==> config.mk <==
export PLATFORM = sky130hd
export DESIGN_NAME = atr_switch
export DESIGN_NICKNAME = d
export VERILOG_FILES = /design/src/rtl/atr_pkg.sv /design/src/rtl/atr_regs.sv /design/src/rtl/atr_tr_fsm.sv /design/src/rtl/atr_pin_mux.sv /design/src/rtl/atr_switch.sv
export SDC_FILE = /design/constraint.sdc
export NUM_CORES = 1
export LEC_CHECK = 0
export BUFFER_PORTS_ARGS = -buffer_cell sky130_fd_sc_hd__buf_4
export CAP_MARGIN = 20
export CORE_MARGIN = 2
export CORE_UTILIZATION = 50
export DETAILED_ROUTE_END_ITERATION = 10
export GPL_TIMING_DRIVEN = 0
export PLACE_DENSITY = 0.7
export SKIP_CTS_REPAIR_TIMING = 1
export SYNTH_ARGS = -nofsm -noshare
export SYNTH_HDL_FRONTEND = slang
export SYNTH_SLANG_ARGS = --single-unit
export TNS_END_PERCENT = 10
==> constraint.sdc <==
create_clock -name clk -period 3.5 [get_ports clk]
set_input_delay 1.05 -clock clk [delete_from_list [all_inputs] [get_ports clk]]
set_output_delay 1.05 -clock clk [all_outputs]
set_load 0.01 [all_outputs]
==> src/rtl/atr_pkg.sv <==
package atr_pkg;
    typedef enum logic [1:0] {
        TR_RX        = 2'd0,
        TR_RISE_WAIT = 2'd1,
        TR_TX        = 2'd2,
        TR_FALL_WAIT = 2'd3
    } tr_state_e;
endpackage

==> src/rtl/atr_regs.sv <==
module atr_regs #(
    parameter int NUM_SLOTS = 4,
    parameter int PIN_W     = 16,
    parameter int ADDR_W    = 5,
    parameter int DLY_W     = 16,
    parameter int RISE_ADDR = 2,
    parameter int FALL_ADDR = 3,
    parameter int SLOT_BASE = 20
) (
    input  logic                       clk,
    input  logic                       rst_n,
    input  logic                       wr,
    input  logic [ADDR_W-1:0]          addr,
    input  logic [PIN_W-1:0]           wdata,
    output logic [NUM_SLOTS*PIN_W-1:0] mask_vec,
    output logic [NUM_SLOTS*PIN_W-1:0] txv_vec,
    output logic [NUM_SLOTS*PIN_W-1:0] rxv_vec,
    output logic [DLY_W-1:0]           rise_dly,
    output logic [DLY_W-1:0]           fall_dly
);
    localparam logic [ADDR_W-1:0] A_RISE = ADDR_W'(RISE_ADDR);
    localparam logic [ADDR_W-1:0] A_FALL = ADDR_W'(FALL_ADDR);

    always_ff @(posedge clk or negedge rst_n) begin
        if (!rst_n) begin
            rise_dly <= '0;
            fall_dly <= '0;
        end else if (wr) begin
            if (addr == A_RISE) rise_dly <= wdata[DLY_W-1:0];
            if (addr == A_FALL) fall_dly <= wdata[DLY_W-1:0];
        end
    end

    for (genvar s = 0; s < NUM_SLOTS; s++) begin : g_slot
        localparam logic [ADDR_W-1:0] A_MASK = ADDR_W'(SLOT_BASE + 3*s);
        localparam logic [ADDR_W-1:0] A_TXV  = ADDR_W'(SLOT_BASE + 3*s + 1);
        localparam logic [ADDR_W-1:0] A_RXV  = ADDR_W'(SLOT_BASE + 3*s + 2);
        always_ff @(posedge clk or negedge rst_n) begin
            if (!rst_n) begin
                mask_vec[s*PIN_W +: PIN_W] <= '0;
                txv_vec[s*PIN_W +: PIN_W]  <= '0;
                rxv_vec[s*PIN_W +: PIN_W]  <= '0;
            end else if (wr) begin
                if (addr == A_MASK) mask_vec[s*PIN_W +: PIN_W] <= wdata;
                if (addr == A_TXV)  txv_vec[s*PIN_W +: PIN_W]  <= wdata;
                if (addr == A_RXV)  rxv_vec[s*PIN_W +: PIN_W]  <= wdata;
            end
        end
    end
endmodule

==> src/rtl/atr_tr_fsm.sv <==
module atr_tr_fsm
    import atr_pkg::*;
#(
    parameter int DLY_W = 16
) (
    input  logic             clk,
    input  logic             rst_n,
    input  logic             fifo_ne,
    input  logic [DLY_W-1:0] rise_dly,
    input  logic [DLY_W-1:0] fall_dly,
    output logic             tr
);
    tr_state_e        state, state_n;
    logic [DLY_W-1:0] cnt, cnt_n;

    // State register
    always_ff @(posedge clk or negedge rst_n) begin
        if (!rst_n) begin
            state <= TR_RX;
            cnt   <= '0;
        end else begin
            state <= state_n;
            cnt   <= cnt_n;
        end
    end

    // Next state, counter and indication
    always_comb begin
        state_n = state;
        cnt_n   = cnt;
        unique case (state)
            TR_RX: begin
                if (fifo_ne) begin
                    if (rise_dly == '0) state_n = TR_TX;
                    else begin
                        state_n = TR_RISE_WAIT;
                        cnt_n   = DLY_W'(1);
                    end
                end
            end
            TR_RISE_WAIT: begin
                if (!fifo_ne)             state_n = TR_RX;
                else if (cnt >= rise_dly) state_n = TR_TX;
                else                      cnt_n   = cnt + 1'b1;
            end
            TR_TX: begin
                if (!fifo_ne) begin
                    if (fall_dly == '0) state_n = TR_RX;
                    else begin
                        state_n = TR_FALL_WAIT;
                        cnt_n   = DLY_W'(1);
                    end
                end
            end
            TR_FALL_WAIT: begin
                if (fifo_ne)              state_n = TR_TX;
                else if (cnt >= fall_dly) state_n = TR_RX;
                else                      cnt_n   = cnt + 1'b1;
            end
            default: state_n = TR_RX;
        endcase
        tr = (state == TR_TX) || (state == TR_FALL_WAIT);
    end
endmodule

==> src/rtl/atr_pin_mux.sv <==
module atr_pin_mux #(
    parameter int NUM_SLOTS = 4,
    parameter int PIN_W     = 16
) (
    input  logic                       clk,
    input  logic                       rst_n,
    input  logic                       atr_en,
    input  logic                       tr,
    input  logic [NUM_SLOTS*PIN_W-1:0] normal_vec,
    input  logic [NUM_SLOTS*PIN_W-1:0] mask_vec,
    input  logic [NUM_SLOTS*PIN_W-1:0] txv_vec,
    input  logic [NUM_SLOTS*PIN_W-1:0] rxv_vec,
    output logic [NUM_SLOTS*PIN_W-1:0] pin_q
);
    for (genvar s = 0; s < NUM_SLOTS; s++) begin : g_bank
        logic [PIN_W-1:0] sel, msk, nrm;
        always_comb begin
            sel = tr ? txv_vec[s*PIN_W +: PIN_W] : rxv_vec[s*PIN_W +: PIN_W];
            msk = atr_en ? mask_vec[s*PIN_W +: PIN_W] : '0;
            nrm = normal_vec[s*PIN_W +: PIN_W];
        end
        always_ff @(posedge clk or negedge rst_n) begin
            if (!rst_n) pin_q[s*PIN_W +: PIN_W] <= '0;
            else        pin_q[s*PIN_W +: PIN_W] <= (nrm & ~msk) | (sel & msk);
        end
    end
endmodule

==> src/rtl/atr_switch.sv <==
module atr_switch #(
    parameter int NUM_SLOTS = 4,
    parameter int PIN_W     = 16,
    parameter int ADDR_W    = 5,
    parameter int DLY_W     = 16,
    parameter int RISE_ADDR = 2,
    parameter int FALL_ADDR = 3,
    parameter int SLOT_BASE = 20
) (
    input  logic                       clk,
    input  logic                       rst_n,
    input  logic                       atr_en,
    input  logic                       fifo_nonempty,
    input  logic                       reg_wr,
    input  logic [ADDR_W-1:0]          reg_addr,
    input  logic [PIN_W-1:0]           reg_wdata,
    input  logic [NUM_SLOTS*PIN_W-1:0] normal_out,
    output logic [NUM_SLOTS*PIN_W-1:0] pin_out
);
    localparam int BUS_W = NUM_SLOTS * PIN_W;

    logic [BUS_W-1:0] mask_vec, txv_vec, rxv_vec;
    logic [DLY_W-1:0] rise_dly, fall_dly;
    logic             tr_ind;

    atr_regs #(
        .NUM_SLOTS(NUM_SLOTS), .PIN_W(PIN_W), .ADDR_W(ADDR_W), .DLY_W(DLY_W),
        .RISE_ADDR(RISE_ADDR), .FALL_ADDR(FALL_ADDR), .SLOT_BASE(SLOT_BASE)
    ) u_regs (
        .clk(clk), .rst_n(rst_n), .wr(reg_wr), .addr(reg_addr), .wdata(reg_wdata),
        .mask_vec(mask_vec), .txv_vec(txv_vec), .rxv_vec(rxv_vec),
        .rise_dly(rise_dly), .fall_dly(fall_dly)
    );

    atr_tr_fsm #(.DLY_W(DLY_W)) u_fsm (
        .clk(clk), .rst_n(rst_n), .fifo_ne(fifo_nonempty),
        .rise_dly(rise_dly), .fall_dly(fall_dly), .tr(tr_ind)
    );

    atr_pin_mux #(.NUM_SLOTS(NUM_SLOTS), .PIN_W(PIN_W)) u_mux (
        .clk(clk), .rst_n(rst_n), .atr_en(atr_en), .tr(tr_ind),
        .normal_vec(normal_out), .mask_vec(mask_vec), .txv_vec(txv_vec),
        .rxv_vec(rxv_vec), .pin_q(pin_out)
    );
endmodule

==> results, run 1 <==
- The flow ran to the end, but the final reports show violations.
- The clock period minus worst slack is 3.016 ns.
- The half-perimeter wire length after placement is between 20 and 25 mm.
- The required time at the endpoint of the critical path is 3.95 ns.
- The core outline area is between 20000 and 30000 um^2.
- The element type at the critical path start is a flip-flop.
- The power density over the cells is 672.2 nW/um^2.
- In the final layout, the multi-input gates occupy 5299 um^2.
- By count the netlist is led by 306 x sky130_fd_sc_hd__dfrtp_1, 224 x sky130_fd_sc_hd__mux2_2, 74 x sky130_fd_sc_hd__a21oi_1.
- Multiplexer cells account for around 24% of the synthesized area.
- The wire length of the first global-routing pass is around 52 mm.
- In the synthesized netlist the dominant register cell turns out to be sky130_fd_sc_hd__dfrtp_1.
- After clock tree synthesis, the clock-pin slew on the worst setup and hold paths is 0.07 ns.
- The XOR/XNOR share of the synthesized area is 0%.
- Wires add up to 32.54 mm.
- For this block, the initial DRC count from the detailed router was ~740.
- The checks that failed: DRC.
- STA classifies the critical path endpoint as a flip-flop.
- The routed via count divided by cell count is 5.669.
- The min-delay analysis places its worst path in the category input port to asynchronous set/reset pin.
- In this run the power spent charging and discharging nets is between 3 and 4 mW.
- The adder-cell area share of the yosys netlist is about 3%.
- The number of buffers added on ports is 152.
- In this run the core area contains 59 standard-cell rows.
- Summing every instance area after synthesis gives 13360 um^2.
- For this run, the total global-route usage over all layers was measured as about a quarter.
- The count of final hold-check violations is 0.
- The number of global-route vias before repair is 9250.
- The internal portion of the total power is 7.525 mW.
- Synthesis instantiated 47 different standard cells from the library.
- In this run, placement finished with an instance count of 1511.
- The CTS sink count is 306.
- Across the run, the number of max-cap violations was 0.
- For this run, the top clock speed supported by timing is 331.6 MHz.
- The post-route non-filler standard cell count is 1567.
- The measured slew at the worst slew-check pin is 1.020 ns.
- The worst hold-check slack is around 0.36 ns.
- In this run the number of H-tree levels came out at 1.
- In this run, the combinational gates consume 25.2% of the power.
- The total non-filler cell area in the finished layout is 16060 um^2.
- Summing the sequential cell areas from Yosys gives approximately 57% of the chip area.
- When the netlist entered floorplanning its net count stood at about 1.1k.
- The clock tree root buffer cell is sky130_fd_sc_hd__clkbuf_16.
- Among all cell types in the netlist, the one instantiated most often is sky130_fd_sc_hd__dfrtp_1.
- In this run, synthesis produced a sequential element count of around 300.
- In the final routed layout, each cell accounts on average for 20.77 um.
- On the worst path, the slowest cell contributes a delay of ~0.59 ns.
- Of the total power, the share spent switching nets is 30.29%.
- After synthesis, the largest area contributor takes up 57.30% of total cell area.
- The remaining design rule violation count is 7.
- Setup violations remaining at the end of the flow were counted as 0.
- The fraction of the mapped netlist area in compound gates is 7.369%.
- The part of the power in registers is 43.8%.
- The family with the most delay on the worst path is compound AO/OA/AOI/OAI gates.
- Of all flip-flops after synthesis, the portion carrying an async set or reset was 100.0%.
- The sequential cell area is 7657 um^2.
- The max-slew violation total from the final report is 0.
- The post-route setup TNS is 0 ns.
- Relative to the synthesized area, the layout overhead comes to 20.19%.
- The biggest area contributor in the post-synthesis netlist is sky130_fd_sc_hd__dfrtp_1.
- The floorplan step defined a die boundary enclosing 28050 um^2.
- After filler insertion, the fill cell instance count of the layout stands at slightly above 2k.
- The share of layout cells above drive strength 1 is 35.63%.
- The floorplan die width is 167.5 um.
- A synthesized cell averages roughly 13 um^2.
- The area of placed instances is between 15000 and 20000 um^2.
- The data arrival at the endpoint of the critical path is around 3.5 ns.
- The worst slew margin relative to its limit is 32.01%.
- The critical path goes through inv_1 > ha_1 > nand2b_4 > a2111o_1 > a311oi_2 > nand4b_1 > a221oi_4 > buf_6 > mux2i_1 > nand2_1.
- The number of buffers between clock root and the deepest sink is 3.
- The first-pass iteration count of the detailed router is 8.
- Global routing finished with a remaining overflow of 0.
- The maximum vdd drop is between 300 and 400 uV.
- The later pin in the worst-skew pair is clocked with a latency of 0.58 ns.
- The dominant combinational cell family by area after synthesis is multiplexers.
- By startpoint and endpoint, the worst setup path is classified as flip-flop to flip-flop.
- The die extent in y is about 170 um.
- Sorting the synthesized cells by area gives the leading types as sky130_fd_sc_hd__dfrtp_1 57%, sky130_fd_sc_hd__mux2_2 19%, sky130_fd_sc_hd__mux2i_1 5.5%.
- The number of buffer and inverter stages on the critical path is 2.
- The synthesized-area fraction occupied by and/or/nand/nor cells is 4.850%.
- The final worst-path cycle share is between 80% and 90%.
- The clock tree from TritonCTS is yes.
- The top-level port count is 154.
- Yosys printed 0 warnings.
- The largest net degree at the start of global routing is 96.
- The final route contains between 8k and 9k vias.
- Routability-driven placement finished with a final weighted congestion of 0.8183.
- The total leakage power is 7.492 nW.
- Counting buffers and inverters, the worst setup path is 10 cells deep.
- Setup repair after global routing left no endpoint under its margin.
- The design draws 10.80 mW.
- 0 antenna diodes ended up in the layout.
- Between clock sinks in the finished design, the worst skew comes to about 0.018 ns.
- The initial utilization of the core area, before any placement, comes to 51.13%.
- Of all nets on the critical path, the largest fanout is 10.
- The critical path's slowest cell is sky130_fd_sc_hd__a221oi_4.
- The post-synthesis instance total is 1021.
- Once detail routing completed, the nets flagged for antenna violations numbered 0.
- Clock tree synthesis inserted a total of 31 buffers.
- The proportion of power drawn by the clock network is 31.0%.
- For the worst flop-to-flop path, the logic depth is 10.
- The synthesized design contains 0 enable-type register cells.
- At the end of the flow, the number of nets in the layout was 1332.
- The number of antenna violations at the first check in global routing came to 0.
==> worst reg2reg max path, cell delays in order (launching register included) <==
cell and delay [ns]:
sky130_fd_sc_hd__dfrtp_1 0.43, sky130_fd_sc_hd__inv_1 0.10, sky130_fd_sc_hd__ha_1 0.28, sky130_fd_sc_hd__nand2b_4 0.13
sky130_fd_sc_hd__a2111o_1 0.44, sky130_fd_sc_hd__a311oi_2 0.24, sky130_fd_sc_hd__nand4b_1 0.20, sky130_fd_sc_hd__a221oi_4 0.59
sky130_fd_sc_hd__buf_6 0.24, sky130_fd_sc_hd__mux2i_1 0.20, sky130_fd_sc_hd__nand2_1 0.07
==> routing by layer <==
layer	GRT usage (%)	part of all wire (%)	vias up
li1	-	-	4099
met1	33.11	45	4500
met2	38.57	48	232
met3	3.427	5.0	52
met4	6.692	2.5	0
met5	0	0	-
==> through the flow <==
stage	worst slack, ns	util (%)
after floorplan	0.8547	-
after global placement	-1.398	57.11
after detailed placement	0.2409	57.45
after CTS	0.4720	61.46
after global routing	0.3018	61.46
final	0.4839	61.46
==> sequential cells by signal, summed over array words and instances (netlist names) <==
name	flops
u_fsm.cnt	16
u_regs.fall_dly	16
u_mux.pin_q	64
u_fsm.state	2
u_regs.mask_vec	64
u_regs.rise_dly	16
u_regs.txv_vec	64
u_regs.rxv_vec	64
==> cell type report <==
cell class                 count  share of cell area [%]
buffer                        62                   1.550
timing repair buffer         155                   7.666
clock buffer                  47                   5.952
inverter                      42                  0.9816
multi-input combinational    611                   32.99
sequential                   306                   47.68
tap                          335                   2.610
clock inverter                 9                  0.5687
==> placed cells by master (no fill, tap or decap), types with 2 or more instances in the layout <==
cell type | Yosys | layout
sky130_fd_sc_hd__a21oi_1 | 74 | 74
sky130_fd_sc_hd__and3_1 | 2 | 2
sky130_fd_sc_hd__o21ai_1 | 2 | 2
sky130_fd_sc_hd__nand3_1 | 23 | 23
sky130_fd_sc_hd__buf_6 | 2 | 2
sky130_fd_sc_hd__o21ai_0 | 5 | 5
sky130_fd_sc_hd__nor4_1 | 9 | 9
sky130_fd_sc_hd__mux2_2 | 224 | 224
sky130_fd_sc_hd__nor2_1 | 13 | 13
sky130_fd_sc_hd__clkinv_2 | 0 | 5
sky130_fd_sc_hd__ha_1 | 33 | 33
sky130_fd_sc_hd__o221ai_1 | 5 | 5
sky130_fd_sc_hd__a31oi_1 | 64 | 64
sky130_fd_sc_hd__nor3b_1 | 8 | 8
sky130_fd_sc_hd__dfrtp_1 | 306 | 306
sky130_fd_sc_hd__nand2b_1 | 7 | 7
sky130_fd_sc_hd__mux2i_1 | 73 | 73
sky130_fd_sc_hd__buf_1 | 7 | 7
sky130_fd_sc_hd__inv_1 | 42 | 42
sky130_fd_sc_hd__nand4b_1 | 2 | 2
sky130_fd_sc_hd__buf_16 | 0 | 3
sky130_fd_sc_hd__clkbuf_16 | 0 | 31
sky130_fd_sc_hd__nand2_1 | 27 | 27
sky130_fd_sc_hd__buf_4 | 0 | 151
sky130_fd_sc_hd__clkbuf_1 | 52 | 56
sky130_fd_sc_hd__nand4_1 | 16 | 16
sky130_fd_sc_hd__clkbuf_8 | 0 | 12
==> path summary, 6_finish.rpt <==
check	startpoint	endpoint	slack, ns
worst max register to register	u_fsm.cnt[0]	u_fsm.cnt[12]	0.48
worst min-delay path	rst_n	u_mux.pin_q[11]	0.36
max in group asynchronous	rst_n	u_regs.rxv_vec[35]	1.94
min in group clk	u_regs.mask_vec[17]	u_mux.pin_q[17]	0.48
worst min register to register	u_regs.mask_vec[17]	u_mux.pin_q[17]	0.48
worst max-delay path	u_fsm.cnt[0]	u_fsm.cnt[12]	0.48
==> power by group through the flow <==
stage          logic (mW)  registers [mW]  clock network (mW)
2_1_floorplan        1.86            4.67                   0
3_3_place_gp         2.63            4.75                   0
3_5_place_dp         2.72            4.78                   0
4_1_cts              2.74            4.72                3.40
5_1_grt              3.00            4.82                3.56
6_report             2.72            4.73                3.34
==> logic make-up (layout without fill, tap and decap cells) <==
family,count (synthesis),in the layout
flip-flops,306,306
AND/OR/NAND/NOR,118,118
AO/OA/AOI/OAI,163,163
buffers and inverters,104,315
adder cells (fa/ha/maj),33,33
multiplexers,297,297
Power figures use the tool's default switching activity.
==> run 2, diff against run 1 <==
--- a/config.mk
+++ b/config.mk
@@ -5,6 +5,7 @@
 export SDC_FILE = /design/constraint.sdc
 export NUM_CORES = 1
 export LEC_CHECK = 0
+export ABC_AREA = 1
 export BUFFER_PORTS_ARGS = -buffer_cell sky130_fd_sc_hd__buf_4
 export CAP_MARGIN = 20
 export CORE_MARGIN = 2
==> run 2 against run 1 <==
Against the previous run: the run now ends clean; die area grew 0.12%; sequential power down 5.5%; worst hold slack better by 0.13 ns; critical endpoint is now pin_out[32]; largest cell class unchanged; clock skew fell by 0.0030 ns.
==> results, run 2 <==
- The run finished with clean final reports.
- The number of buffers added on ports is 152.
- The critical path's slowest cell is sky130_fd_sc_hd__dfrtp_1.
- The proportion of power drawn by the clock network is roughly a third.
- The remaining design rule violation count is 0.
- The net count of the finished layout is 1825.
- The number of antenna violations at the first check in global routing was 2.
- The die footprint is ~28000 um^2.
- Summed over all cells, the static leakage comes to 7.881 nW.
- Entering global routing, the biggest net connects between 100 and 150 pins.
- The least setup slack across all paths after layout is 1.328 ns.
- The worst-case IR drop observed on VDD is 349.8 uV.
- Max-cap violations in this run came to 0.
- After detailed routing, the number of vias per cell comes to 5.544.
- The share of the synthesized area in the top cell type is ~57%.
- For met1 alone, demand over resource in global routing was around 40%.
- Counting along the longest clock path gives a buffer depth of 3.
- The worst-skew pair later-pin latency is 0.57 ns.
- The most used flip-flop cell after synthesis is sky130_fd_sc_hd__dfrtp_1.
- Synthesis produced a netlist with a net count of ~1.6k.
- TritonCTS built the clock tree.
- The measured slew at the worst slew-check pin is 0.9318 ns.
- The wire-length estimate of the detail-placed layout is 25.66 mm.
- The power share of the combinational group is a little under a quarter.
- Data on the critical path is required at its endpoint by 2.45 ns.
- The post-route setup TNS is 0 ns.
- The mapped netlist covers 13380 um^2.
- Walking the worst path, the cells encountered are buf_4.
- Fill cells in the final layout number 2252.
- Sorting the synthesized cells by area gives the leading types as sky130_fd_sc_hd__dfrtp_1 57%, sky130_fd_sc_hd__nand2_1 13%, sky130_fd_sc_hd__o21ai_0 8.3%.
- The number of library cell types mapped by synthesis is 34.
- The overall overflow remaining after global route is 0.
- In this run the most used layer during global routing was met2.
- Of all nets on the critical path, the largest fanout is 1.
- The worst hold-check slack is 0.4844 ns.
- In this run the clock root is driven by a sky130_fd_sc_hd__clkbuf_16.
- The initial DRC count is 1098.
- Setup repair after global routing left no endpoint under its margin.
- Sequential cells burn between 40% and 50% of the power.
- The met3 usage is 4.443%.
- The share of layout cells above drive strength 1 is between 15 and 20%.
- For this run, the number of Yosys warnings is 0.
- Timing analysis after detailed placement gives a worst setup slack of 0.9385 ns.
- Internal power comes to approximately 7.0 mW.
- The critical path capture point type is a primary output.
- Counting every sink on the clock net gives 306.
- Measured along the x axis, the die boundary spans 167.6 um.
- The count of final hold-check violations was 0.
- The top cell types in the final layout, fill and taps aside, are 446 x sky130_fd_sc_hd__nand2_1, 306 x sky130_fd_sc_hd__dfrtp_1, 223 x sky130_fd_sc_hd__o21ai_0, 152 x sky130_fd_sc_hd__buf_4, 149 x sky130_fd_sc_hd__nor2_1.
- The data arrival at the endpoint of the critical path is between 1 and 1.5 ns.
- In this run the remaining antenna-violating nets after routing total 0.
- The leading cell type in the layout, fill and taps excluded is sky130_fd_sc_hd__nand2_1.
- Synthesis inferred 306 register bits.
- Synthesis handed over a netlist of 1515 instances.
- The family with the most delay on the worst path is flip-flops.
- The post-route non-filler standard cell count is 2060.
- The core outline area is 26130 um^2.
- The average size of a mapped cell is 8.831 um^2.
- The reported net switching power is 3.183 mW.
- Derived from the worst setup path, the maximum achievable clock frequency is 460.4 MHz.
- The critical path class is flip-flop to primary output.
- The top-level port count is 154.
- Summed over all layers, the routed wires come to between 30 and 40 mm.
- The first global-routing pass estimated 59.66 mm of wire.
- Global routing consumed, on the met2 layer, 42.32% of the routing resources.
- The max-slew violation total from the final report was 0.
- The biggest area consumer among synthesized cells is sky130_fd_sc_hd__dfrtp_1.
- Including well taps, the total number of placed cells is 2004.
- The worst slew margin relative to its limit is 37.88%.
- After detailed routing, the average wire length per cell comes to between 15 and 20 um.
- After layout, the minimum clock period comes to 2.172 ns.
- The initial cell density of the core is 51.20%.
- The area growth from synthesis to layout is 20.03%.
- The total non-filler cell area in the finished layout is 16060 um^2.
- The number of H-tree levels is 1.
- The overall routing resource usage is 27.08%.
- Setup violations remaining at the end of the flow were counted as 0.
- Of all flip-flops after synthesis, the portion carrying an async set or reset was 100.0%.
- In this run the core area contains roughly 60 standard-cell rows.
- For this run, the detailed router's first-pass iteration total came to 5.
- The core occupancy in the finished layout is a little over 60%.
- The routed layout has 11.42k vias.
- The number of flops mapped to enable cells by yosys is 0.
- After clock tree synthesis, the clock-pin slew on the worst setup and hold paths is about 0.06 ns.
- The switching share of power is between 30% and 40%.
- Power spread over the standard cell area amounts to 635.1 nW/um^2.
- On the worst path, the slowest cell contributes a delay of around 0.40 ns.
- The die extent in y is 167.6 um.
- TritonCTS created 31 clock buffers.
- After layout, the design draws a total of 10.20 mW.
- The element type at the critical path start is a flip-flop.
- Counting instances in the post-synthesis netlist gives the leading cell types as 446 x sky130_fd_sc_hd__nand2_1, 306 x sky130_fd_sc_hd__dfrtp_1, 223 x sky130_fd_sc_hd__o21ai_0.
- The tightest min-delay check is of the flip-flop to flip-flop type.
- Sequential cells were found to cover between 50% and 60% of the synthesized design area.
- The global placement routability congestion is 0.8649.
- Counting both buffers and inverters, the worst setup path holds a total of 1.
- The clock arrives with between 0.015 and 0.02 ns of skew.
- The repair_antennas step left the layout with diodes totalling 0.
- Yosys instantiated no cell more often than sky130_fd_sc_hd__nand2_1.
- The area of placed instances is approximately 15000 um^2.
- The number of global-route vias before repair is 10.79k.
- After layout, the worst path uses about 62% of the clock period.
==> run 2: final cells by class <==
| cell class | instances | area, um^2 | area share (%) |
|---|---|---|---|
| inverters | 80 | 300.3 | 1.870 |
| clock inverters | 11 | 138.9 | 0.8648 |
| well taps | 335 | 419.2 | 2.610 |
| plain buffers | 87 | 376.6 | 2.345 |
| clock buffers | 45 | 918.4 | 5.719 |
| repair buffers | 154 | 1204 | 7.495 |
| multi-input cells | 1042 | 5045 | 31.41 |
| flip-flops and latches | 306 | 7657 | 47.68 |
==> run 2: path summary, 6_finish.rpt <==
check	start	endpoint	slack [ns]	cells after the start
hold / removal	u_regs.mask_vec[31]	u_regs.mask_vec[31]	0.48	2
max in group asynchronous	rst_n	u_fsm.cnt[9]	1.93	2
setup / recovery	u_mux.pin_q[32]	pin_out[32]	1.33	1
hold reg to reg	u_regs.mask_vec[31]	u_regs.mask_vec[31]	0.48	2
min in group asynchronous	rst_n	u_mux.pin_q[17]	0.55	1
setup reg to reg	u_fsm.cnt[3]	u_fsm.cnt[13]	1.45	11
==> run 2: layer usage <==
metal | vias up | routed length, um
met2 | 424 | 17200
met5 | - | 0
met1 | 5562 | 16640
li1 | 5365 | -
met4 | 0 | 878
met3 | 70 | 2856
==> run 2: cell families (layout without fill, tap and decap cells) <==
kind of cell | after synthesis | count (layout) | share of synthesized area (%)
buffers and inverters | 167 | 377 | 5.059
DFF | 306 | 306 | 57.23
AOI/OAI and AO/OA | 321 | 321 | 13.41
adders and majority gates | 33 | 33 | 3.086
xor gates and xnor gates | 8 | 8 | 0.5237
and+or+nand+nor | 680 | 680 | 20.69
==> run 2: power groups by stage <==
stage / sequential [mW] / combinational [mW] / clock (mW)
floorplan: 4.48 / 1.47 / 0
detailed placement: 4.51 / 2.30 / 0
CTS: 4.46 / 2.32 / 3.44
global placement: 4.50 / 2.23 / 0
finish: 4.47 / 2.31 / 3.42
global route: 4.53 / 2.62 / 3.59
==> run 2: worst reg2reg max path, cell delays in order, from the launching register on <==
cell and delay (ns):
sky130_fd_sc_hd__dfrtp_1 0.58, sky130_fd_sc_hd__ha_1 0.34, sky130_fd_sc_hd__a21oi_1 0.15, sky130_fd_sc_hd__nand2_1 0.07, sky130_fd_sc_hd__nand2_1 0.05, sky130_fd_sc_hd__nand2_1 0.06, sky130_fd_sc_hd__nand2_2 0.08, sky130_fd_sc_hd__nand2_2 0.06
sky130_fd_sc_hd__nand2_4 0.11, sky130_fd_sc_hd__buf_2 0.23, sky130_fd_sc_hd__nand4_1 0.15, sky130_fd_sc_hd__nand2_1 0.09
==> run 3, diff against run 2 <==
--- a/config.mk
+++ b/config.mk
@@ -5,7 +5,7 @@
 export SDC_FILE = /design/constraint.sdc
 export NUM_CORES = 1
 export LEC_CHECK = 0
-export ABC_AREA = 1
+export ABC_AREA = 0
 export BUFFER_PORTS_ARGS = -buffer_cell sky130_fd_sc_hd__buf_4
 export CAP_MARGIN = 20
 export CORE_MARGIN = 2
==> constraint.sdc (replaced) <==
create_clock -name clk -period 2.05 [get_ports clk]
set_input_delay 0.615 -clock clk [delete_from_list [all_inputs] [get_ports clk]]
set_output_delay 0.615 -clock clk [all_outputs]
set_load 0.01 [all_outputs]
==> run 3 against run 2 <==
Against the previous run: the flow now finishes with violations (DRC, setup timing); first-iteration DRC count shrank 48%; setup slack lost 2.0 ns; final cell count shrank 24%; combinational power grew 110%; critical endpoint is now u_fsm.cnt[10]; wire length shrank 15%; non-clock buffer count shrank 15; flip-flop and latch count is the same; core utilization grew 0.38 points.
==> results, run 3 (synthesized netlist as in run 1, its figures left out) <==
- The CTS sink count is 306.
- Summed over all layers, the routed wires come to 32.05 mm.
- At the pin with the least slew margin, the transition time is 0.9603 ns.
- Across all layers, the routed design uses around 9k vias.
- The count of final hold-check violations is 0.
- In the layout the commonest cells are 300 x sky130_fd_sc_hd__dfrtp_1, 224 x sky130_fd_sc_hd__mux2_2, 160 x sky130_fd_sc_hd__buf_4, 74 x sky130_fd_sc_hd__a21oi_1, 73 x sky130_fd_sc_hd__mux2i_1.
- The worst hold-check slack is ~0.016 ns.
- The remaining design rule violation count is 9.
- The power density over the cells is 1129 nW/um^2.
- The initial utilization of the core area, before any placement, comes to between 50% and 60%.
- The floorplan step defined a die boundary enclosing ~28000 um^2.
- The top-level port count is 154.
- The clock slew at the register clock pins of the worst setup and hold paths is approximately 0.06 ns.
- The final layout net count is roughly 1.3k.
- The critical-path maximum fanout is 6.
- The remaining antenna violation count after routing is 0.
- The clock tree from TritonCTS is yes.
- The maximum clock skew at final layout is between 0.01 and 0.015 ns.
- The number of buffer and inverter stages on the critical path is 2.
- For this design the static power due to leakage is 7.520 nW.
- The overall routing resource usage is 22.93%.
- Traced cell by cell, the critical path runs through inv_2 > ha_4 > nand2b_4 > a2111o_1 > a311oi_2 > nand4b_1 > a221oi_4 > buf_6 > mux2i_1 > nand2_1.
- The max-slew violation total from the final report is 0.
- Setup slack on the critical path of the routed design comes to -0.6740 ns.
- The core outline area is 26130 um^2.
- The number of buffers added on ports is roughly 150.
- The first global-routing pass estimated roughly 50 mm of wire.
- The overall overflow remaining after global route is 0.
- The number of antenna cells inserted is 0.
- The number of cells on the worst reg-to-reg path is 10.
- Based on the critical path, the design can be clocked at up to ~370 MHz.
- The number of placement rows is just under 60.
- The detail-routed net length per standard cell is 20.37 um.
- CTS built an H-tree with a depth of 1.
- The number of antenna violations at the first check in global routing is 0.
- The number of clock buffers added by TritonCTS is 31.
- The smallest clock period supported by the final layout is computed as 2.724 ns.
- Setup violations remaining at the end of the flow were counted as 70.
- The critical path in this run is classified as flip-flop to flip-flop.
- The slowest stage of the critical path is the sky130_fd_sc_hd__dfrtp_2 cell.
- Data on the critical path is required at its endpoint by 2.48 ns.
- Dividing the final minimum period by the clock period gives 132.9%.
- The maximum vdd drop is 550.5 uV.
- The number of global-route vias before repair is 9021.
- Measured against its own limit, the worst slew margin works out to 35.39%.
- The first detailed-routing pass ran for 8 iterations.
- Counting buffers and inverters, the worst setup path is 10 cells deep.
- The floorplan die width is 167.5 um.
- The die is 167.5 um tall.
- The wire-length estimate of the detail-placed layout is 22.31 mm.
- The max capacitance violation total is 0.
- STA classifies the critical path startpoint as a flip-flop.
- The initial DRC count is between 500 and 600.
- The critical path capture point type is a flip-flop.
- The layout overhead on the synthesized area is 20.92%.
- Setup repair after global routing could not meet its margin everywhere.
- The library cell used most frequently in the layout, excluding fill and tap cells, is sky130_fd_sc_hd__dfrtp_1.
- The path class of the tightest hold or removal check is input port to asynchronous set/reset pin.
- The share of layout cells above drive strength 1 is a little under two fifths.
- The family with the most delay on the worst path is compound AO/OA/AOI/OAI gates.
- The congestion estimate from routability-driven global placement came to 0.8340.
- The clock reaches the later pin of the worst-skew pair after 0.56 ns.
- The data arrival at the endpoint of the critical path is 3.15 ns.
- The worst stage delay on the critical path is 0.44 ns.
- The final reports fail on DRC, setup timing.
- The pre-CTS setup slack is -0.8955 ns.
- The run finished, with violations left.
- The clock tree root buffer cell is sky130_fd_sc_hd__clkbuf_16.
- The number of buffers between clock root and the deepest sink is 3.
- The routed via count divided by cell count is 5.706.
- The largest net degree at the start of global routing is 100.
==> run 3: changes by cell type in the layout (fill, tap and decap cells not counted), sizes merged, moves of 49 or more <==
cell,before,now
nand2,464,27
mux2,0,224
o21ai,230,7
nor2,157,13
mux2i,0,73
a31oi,0,64
o31ai,55,0
a21oi,25,74
==> run 3: per-layer routing <==
metal  global-route usage (%)  up-vias  routed length (um)
met2                    36.97      229               15160
met3                    3.663       44                1807
met5                        0        -                   0
met4                    5.293        0                 560
met1                    33.00     4593               14520
li1                         -     4110                   -
==> run 3: area by class of cell <==
type	count	area, um^2
inverter	42	157.7
fill	2094	9975
clock buffer	47	925.9
buffer	61	250.2
timing repair buffer	165	1326
sequential	306	7665
multi-input combinational	611	5374
tap	335	419.2
clock inverter	6	40.04
==> run 3: report_power, final <==
group | internal [mW] | switching [mW] | leakage, nW
Combinational | 2.43 | 2.40 | 3.21
Clock | 3.08 | 2.25 | 0.476
Sequential | 7.23 | 0.851 | 3.84
==> run 3: path summary, 6_finish.rpt <==
check | endpoint | slack, ns | start
setup / recovery | u_fsm.cnt[10] | -0.67 | u_fsm.cnt[0]
hold / removal | u_mux.pin_q[11] | 0.02 | rst_n
setup reg to reg | u_fsm.cnt[10] | -0.67 | u_fsm.cnt[0]
hold reg to reg | u_mux.pin_q[4] | 0.48 | u_regs.mask_vec[4]
max in group asynchronous | u_regs.mask_vec[37] | 0.75 | rst_n
min in group clk | u_mux.pin_q[54] | 0.33 | normal_out[54]
==> run 3: through the flow <==
stage / utilization (%) / TNS (ns) / area (um^2) / power (mW) / instances
after global routing: 61.83 / -20.66 / 16160 / 19.25 / 1573
final: 61.83 / -13.18 / 16160 / 18.25 / 1573
after detailed placement: 57.45 / -130.58 / 15010 / 12.78 / 1511
after CTS: 61.15 / -37.32 / 15980 / 18.13 / 1564
after global placement: 57.11 / -825.27 / 14920 / 12.57 / 1508
after floorplan: - / -11.42 / 13360 / 11.15 / 1021
